[config.mk]
export PLATFORM = sky130hd
export DESIGN_NAME = sirq_ctrl
export DESIGN_NICKNAME = d
export VERILOG_FILES = /design/src/rtl/sirq_pkg.sv /design/src/rtl/sirq_sense.sv /design/src/rtl/sirq_bank.sv /design/src/rtl/sirq_prio.sv /design/src/rtl/sirq_ctrl.sv
export SDC_FILE = /design/constraint.sdc
export NUM_CORES = 1
export LEC_CHECK = 0
export BUFFER_PORTS_ARGS = -buffer_cell sky130_fd_sc_hd__clkbuf_2
export CAP_MARGIN = 40
export CORE_MARGIN = 8
export CORE_UTILIZATION = 48
export CTS_CLUSTER_SIZE = 30
export DETAILED_ROUTE_END_ITERATION = 10
export HOLD_SLACK_MARGIN = 0.03
export PLACE_DENSITY = 0.67
export SLEW_MARGIN = 20
export SYNTH_ARGS = -nofsm -noshare
export SYNTH_HDL_FRONTEND = slang
export SYNTH_SLANG_ARGS = --single-unit
[constraint.sdc]
create_clock -name clk -period 2.35 [get_ports clk]
set_clock_uncertainty 0.15 [all_clocks]
set_input_delay 0.47 -clock clk [delete_from_list [all_inputs] [get_ports clk]]
set_output_delay 0.47 -clock clk [all_outputs]
set_load 0.02 [all_outputs]
[src/rtl/sirq_pkg.sv]
package sirq_pkg;

  localparam int NUM_SRC = 64;
  localparam int REG_W   = 32;
  localparam int ADDR_W  = 3;
  localparam int SRC_W   = $clog2(NUM_SRC);
  localparam int VEC_LSB = REG_W - SRC_W;

  typedef enum logic [ADDR_W-1:0] {
    A_MASK_HI = 3'd0,
    A_MASK_LO = 3'd1,
    A_PEND_HI = 3'd2,
    A_PEND_LO = 3'd3,
    A_SENSE   = 3'd4,
    A_VECTOR  = 3'd5
  } reg_addr_e;

  typedef enum logic [1:0] {
    SC_LEVEL = 2'd0,
    SC_EXT   = 2'd1,
    SC_PORT  = 2'd2,
    SC_NONE  = 2'd3
  } sense_class_e;

  // Class of a source: reserved, always-level, selectable external, or port.
  function automatic sense_class_e src_class(int s);
    if (s == 0 || s == 31)       return SC_NONE;
    else if (s >= 19 && s <= 25) return SC_EXT;
    else if (s >= 48)            return SC_PORT;
    else                         return SC_LEVEL;
  endfunction

  // Bank holding a source: 1 = high bank, 0 = low bank.
  function automatic logic src_in_high(int s);
    return (s < 16) || (s >= 32 && s < 48);
  endfunction

  // Bit position of a source inside its bank.
  function automatic int src_bit(int s);
    if (s == 0)       return 0;
    else if (s < 16)  return 16 - s;
    else if (s < 19)  return 18 - s;
    else if (s < 31)  return 33 - s;
    else if (s == 31) return 15;
    else if (s < 48)  return 63 - s;
    else              return s - 32;
  endfunction

  // Edge-select bit in the sense register (only meaningful for EXT/PORT).
  function automatic int sense_bit(int s);
    if (src_class(s) == SC_EXT)       return 33 - s;
    else if (src_class(s) == SC_PORT) return s - 32;
    else                              return 0;
  endfunction

  // Bits of one bank that belong to a real source.
  function automatic logic [REG_W-1:0] bank_valid(logic high);
    logic [REG_W-1:0] v;
    v = '0;
    for (int s = 0; s < NUM_SRC; s++) begin
      if (src_class(s) != SC_NONE && src_in_high(s) == high) v[src_bit(s)] = 1'b1;
    end
    return v;
  endfunction

  // Writable bits of the sense register.
  function automatic logic [REG_W-1:0] sense_valid();
    logic [REG_W-1:0] v;
    v = '0;
    for (int s = 0; s < NUM_SRC; s++) begin
      if (src_class(s) == SC_EXT || src_class(s) == SC_PORT) v[sense_bit(s)] = 1'b1;
    end
    return v;
  endfunction

endpackage

[src/rtl/sirq_sense.sv]
module sirq_sense
  import sirq_pkg::*;
(
  input  logic               clk,
  input  logic               rst_n,
  input  logic [NUM_SRC-1:0] src_n,
  input  logic [REG_W-1:0]   sense_q,
  output logic [NUM_SRC-1:0] hit
);

  logic [NUM_SRC-1:0] prev_q;

  always_ff @(posedge clk or negedge rst_n) begin
    if (!rst_n) prev_q <= '1;
    else        prev_q <= src_n;
  end

  // Reserved sense bits and the history of level-only lines feed nothing.
  logic unused_inputs;
  assign unused_inputs = ^{sense_q & ~sense_valid(), prev_q};

  for (genvar s = 0; s < NUM_SRC; s++) begin : g_src
    localparam sense_class_e CLS = src_class(s);
    localparam int SB = sense_bit(s);
    if (CLS == SC_EXT) begin : g_ext
      assign hit[s] = sense_q[SB] ? (prev_q[s] & ~src_n[s]) : ~src_n[s];
    end else if (CLS == SC_PORT) begin : g_port
      assign hit[s] = sense_q[SB] ? (prev_q[s] & ~src_n[s]) : (prev_q[s] ^ src_n[s]);
    end else if (CLS == SC_LEVEL) begin : g_lvl
      assign hit[s] = ~src_n[s];
    end else begin : g_none
      assign hit[s] = 1'b0;
    end
  end

endmodule

[src/rtl/sirq_bank.sv]
module sirq_bank
  import sirq_pkg::*;
#(
  parameter bit HIGH = 1'b1
) (
  input  logic             clk,
  input  logic             rst_n,
  input  logic             mask_we,
  input  logic             pend_we,
  input  logic [REG_W-1:0] wdata,
  input  logic [REG_W-1:0] set_bits,
  output logic [REG_W-1:0] mask_q,
  output logic [REG_W-1:0] pend_q
);

  localparam logic [REG_W-1:0] VALID = bank_valid(HIGH);

  logic [REG_W-1:0] clr_bits;
  assign clr_bits = pend_we ? wdata : '0;

  always_ff @(posedge clk or negedge rst_n) begin
    if (!rst_n) begin
      mask_q <= '0;
      pend_q <= '0;
    end else begin
      if (mask_we) mask_q <= wdata & VALID;
      pend_q <= ((pend_q & ~clr_bits) | set_bits) & VALID;
    end
  end

endmodule

[src/rtl/sirq_prio.sv]
module sirq_prio
  import sirq_pkg::*;
(
  input  logic [NUM_SRC-1:0] qual,
  output logic               any,
  output logic [SRC_W-1:0]   idx
);

  logic unused_q0;
  assign unused_q0 = qual[0];

  always_comb begin
    idx = '0;
    for (int s = NUM_SRC - 1; s >= 1; s--) begin
      if (qual[s]) idx = SRC_W'(s);
    end
  end

  assign any = |qual[NUM_SRC-1:1];

endmodule

[src/rtl/sirq_ctrl.sv]
module sirq_ctrl
  import sirq_pkg::*;
(
  input  logic                  clk,
  input  logic                  rst_n,
  input  logic [NUM_SRC-1:0]    src_n,
  input  logic [ADDR_W-1:0]     reg_addr,
  input  logic                  reg_wr,
  input  logic [REG_W-1:0]      reg_wdata,
  input  logic                  reg_rd,
  output logic [REG_W-1:0]      reg_rdata,
  output logic                  irq
);

  localparam logic [REG_W-1:0] SENSE_OK = sense_valid();

  logic [REG_W-1:0]   sense_q;
  logic [NUM_SRC-1:0] hit;
  logic [REG_W-1:0]   set_hi, set_lo;
  logic [REG_W-1:0]   mask_hi_q, mask_lo_q, pend_hi_q, pend_lo_q;
  logic [NUM_SRC-1:0] qual;
  logic               any_q;
  logic [SRC_W-1:0]   win_idx;
  logic [REG_W-1:0]   vec_word;

  // Sense register
  always_ff @(posedge clk or negedge rst_n) begin
    if (!rst_n)                            sense_q <= '0;
    else if (reg_wr && reg_addr == A_SENSE) sense_q <= reg_wdata & SENSE_OK;
  end

  sirq_sense u_sense (
    .clk     (clk),
    .rst_n   (rst_n),
    .src_n   (src_n),
    .sense_q (sense_q),
    .hit     (hit)
  );

  // Scatter per-source set requests into the two banks.
  always_comb begin
    set_hi = '0;
    set_lo = '0;
    for (int s = 0; s < NUM_SRC; s++) begin
      if (src_class(s) != SC_NONE) begin
        if (src_in_high(s)) set_hi[src_bit(s)] = hit[s];
        else                set_lo[src_bit(s)] = hit[s];
      end
    end
  end

  sirq_bank #(.HIGH(1'b1)) u_bank_hi (
    .clk      (clk),
    .rst_n    (rst_n),
    .mask_we  (reg_wr && reg_addr == A_MASK_HI),
    .pend_we  (reg_wr && reg_addr == A_PEND_HI),
    .wdata    (reg_wdata),
    .set_bits (set_hi),
    .mask_q   (mask_hi_q),
    .pend_q   (pend_hi_q)
  );

  sirq_bank #(.HIGH(1'b0)) u_bank_lo (
    .clk      (clk),
    .rst_n    (rst_n),
    .mask_we  (reg_wr && reg_addr == A_MASK_LO),
    .pend_we  (reg_wr && reg_addr == A_PEND_LO),
    .wdata    (reg_wdata),
    .set_bits (set_lo),
    .mask_q   (mask_lo_q),
    .pend_q   (pend_lo_q)
  );

  // Gather qualifying sources back into source-number order.
  for (genvar s = 0; s < NUM_SRC; s++) begin : g_qual
    localparam int B = src_bit(s);
    if (src_class(s) == SC_NONE) begin : g_rsv
      assign qual[s] = 1'b0;
    end else if (src_in_high(s)) begin : g_hi
      assign qual[s] = mask_hi_q[B] & pend_hi_q[B];
    end else begin : g_lo
      assign qual[s] = mask_lo_q[B] & pend_lo_q[B];
    end
  end

  sirq_prio u_prio (
    .qual (qual),
    .any  (any_q),
    .idx  (win_idx)
  );

  assign irq      = any_q;
  assign vec_word = any_q ? {win_idx, {VEC_LSB{1'b0}}} : '0;

  // Registered read port
  always_ff @(posedge clk or negedge rst_n) begin
    if (!rst_n) begin
      reg_rdata <= '0;
    end else if (reg_rd) begin
      case (reg_addr)
        A_MASK_HI: reg_rdata <= mask_hi_q;
        A_MASK_LO: reg_rdata <= mask_lo_q;
        A_PEND_HI: reg_rdata <= pend_hi_q;
        A_PEND_LO: reg_rdata <= pend_lo_q;
        A_SENSE:   reg_rdata <= sense_q;
        A_VECTOR:  reg_rdata <= vec_word;
        default:   reg_rdata <= '0;
      endcase
    end
  end

endmodule

==> flow_metrics.py <==
metrics = {
    "clock_network": {
        "cts_tree": "done",
        "ctsLongestPathBuffers": 3,
        "clk_pin_slew_ps": 60,
        "htreeDepth": 1,
        "insertion_delay_ps": 510,
        "cts_buffers": 23,
        "root_buffer": "clkbuf_16",
        "cts_sinks": 202,
    },
    "critical_path": {
        "cp-start-kind": "register",
        "cp.buffers_inverters": 1,
        "ff2ff_path_depth": 8,
        "critical-path-top-delay-family": "simple AND/OR/NAND/NOR gates",
        "cp_max_fo": 4,
        "path_class": "reg2out",
        "endpoint_kind": "output pin",
        "cp_slowest_cell": "dfrtp_1",
        "critPathMaxStageDelay_ps": 440,
        "required_ps": 1730,
        "path_cells": "a22oi_2 -> nand4_1 -> nor4_2 -> nand3_1 -> buf_6",
        "crit_arrival_ps": 2060,
        "worst-path-stages": 5,
    },
    "global_routing": {
        "grt_overflow": 0,
        "grt_pass1_wl_um": 46200,
        "antenna_found_initial": 0,
        "grt_max_degree": 54,
        "grt_pass1_vias": 8395,
        "grt_usage": 0.236,
    },
    "synth": {
        "ys_seq_area_frac": 0.520,
        "synth.distinct_cells": 61,
        "synth_area_um2": 9770,
        "synthArstFlopShare": 1.00,
        "synth_top_area_frac": 0.458,
        "synthCells": 881,
        "synthTopCellsByArea": "dfrtp_1, mux2_2, nand2_1, dfstp_2, mux4_2",
        "yosys.area.top_type": "dfrtp_1",
        "ys_ff_latch": 202,
        "avgSynthCellArea_um2": 11.1,
        "yosysWarnings": 0,
        "synth-edff-count": 0,
        "syn_nets": 1000,
        "synth_most_common_cell": "nand2_1",
        "synth.top_cells.by_count": "nand2_1, dfrtp_1, mux2_2, nor2_1, a22oi_1",
        "synth_ff_type": "dfrtp_1",
    },
    "sta": {
        "fin_ws_ps": -331,
        "setup_tns_ps": -331,
        "timing.hold.ws_ps": 66.2,
        "drv_slew": 0,
        "report.final.hold_viol_count": 0,
        "tightest_slew_ps": 520,
        "maxSlewHeadroom": 0.653,
        "fmax_mhz": 373,
        "period_needed_ps": 2680,
        "rsz0062_at_grt": "true",
        "finalSetupViolations": 1,
        "fin_crit_sh": 1.14,
    },
    "cells_and_area": {
        "multi_input_area_um2": 4480,
        "area_delta_synth_final_pct": 31.7,
        "regArea_um2": 5090,
        "drive_gt1_frac": 0.352,
        "fillers": 1602,
        "design_area_um2": 12900,
        "antenna_cells": 0,
        "layout.nets": 1278,
    },
    "floorplan": {
        "fp.dieW_um": 159,
        "pin_count": 136,
        "dieArea_um2": 25200,
        "core_area_um2": 20100,
        "start_util": 0.486,
        "row_count": 52,
        "die_height_um": 159,
    },
    "detailed_routing": {
        "drtPass1Iterations": 6,
        "num_vias": 8241,
        "drt_iter0_drc": 823,
        "wl_per_cell_um": 20.2,
        "avgViaCountPerCell": 5.70,
        "detail-route-antenna-nets": 0,
        "drcViolationCount": 0,
        "routed_wl_um": 29200,
    },
    "status": {
        "violations": "setup timing",
        "status": "finished, violations left",
    },
    "power": {
        "ir_drop_mv": 0.477,
        "leakagePower_nw": 5.70,
        "power_mw": 10.1,
        "pwr_density_cell_nw_per_um2": 785,
    },
    "placement": {
        "place_congestion": 0.933,
        "hpwl_um": 21100,
        "io_buffer_count": 133,
        "place_area_um2": 11300,
    },
    "run": {
        "cap_viol_max_count": 0,
    },
    "hold_path": {
        "hold_depth": 2,
        "hp-class": "in2reg",
    },
}
## placed cells by master, fill, tap and decap left out, drive strengths merged, types with 23 or more instances in the layout
cell type / instances
nand2: 202
dfrtp: 179
clkbuf: 171
buf: 96
mux2: 85
dlygate4sd3: 63
nor2: 46
a22oi: 38
a21oi: 32
inv: 25
o21ai: 24
dfstp: 23
## sequential cells by signal (all words and copies together), names as in the netlist
name,count
u_bank_hi.mask_q,31
reg_rdata,32
sense_q,23
u_bank_lo.mask_q,31
u_sense.prev_q,23
u_bank_hi.pend_q,31
u_bank_lo.pend_q,31
## through the flow
| stage | utilization | std cells | worst slack [ps] |
|---|---|---|---|
| after global placement | 0.564 | 1330 | 51.5 |
| after global routing | 0.640 | 1445 | -438 |
| after CTS | 0.637 | 1440 | -310 |
| after detailed placement | 0.564 | 1330 | 85.1 |
| after floorplan | - | 881 | 327 |
| final | 0.640 | 1445 | -331 |
## worst paths after layout
path,start,end,slack [ps]
worst max register to register,u_bank_lo.pend_q[31]$_DFF_PN0_,reg_rdata[28]$_DFFE_PN0P_,160
worst min-delay path,reg_wdata[0],u_bank_lo.mask_q[0]$_DFFE_PN0P_,70
min in group asynchronous,rst_n,u_bank_lo.mask_q[5]$_DFFE_PN0P_,350
worst max-delay path,u_bank_lo.pend_q[31]$_DFF_PN0_,irq,-330
max in group asynchronous,rst_n,u_sense.prev_q[51]$_DFF_PN1_,960
worst min register to register,reg_rdata[17]$_DFFE_PN0P_,reg_rdata[17]$_DFFE_PN0P_,330
## cells by family (layout without fill, tap and decap cells)
family	Yosys count	after routing	share of synthesized area
and+or+nand+nor	299	299	0.129
DFF	202	202	0.520
AOI/OAI and AO/OA	191	191	0.148
muxes	109	109	0.151
buffers and inverters	64	358	0.0302
adders and majority gates	16	16	0.0205
## power breakdown
part	internal, mW	total [mW]	switching, mW
clock network	2.11	3.50	1.39
registers	3.95	4.41	0.469
logic	1.14	2.19	1.05
total	7.19	10.1	2.91
## layer usage
metal / up-vias / global-route usage / wire length, um
li1: 3800 / - / -
met1: 4093 / 0.326 / 12700
met2: 321 / 0.379 / 13800
met3: 27 / 0.0461 / 2310
met4: 0 / 0.0494 / 357
met5: - / 0 / 0
## layout make-up
| class | count | share of cell area |
|---|---|---|
| clock buffer | 39 | 0.0541 |
| clock inverter | 2 | 0.00272 |
| inverter | 26 | 0.00758 |
| multi-input combinational | 615 | 0.348 |
| sequential | 202 | 0.395 |
| tap | 270 | 0.0263 |
| timing repair buffer | 291 | 0.166 |
## timing repair
item,4_1_cts,5_1_grt
hold buffers,63,0
setup buffers,6,5
endpoints found under the hold margin,109,0
cloned,0,0
setup endpoints to repair,1,1
resized for setup,12,9
pin swaps,8,8
Note: power is estimated with default switching activity, not from simulation.
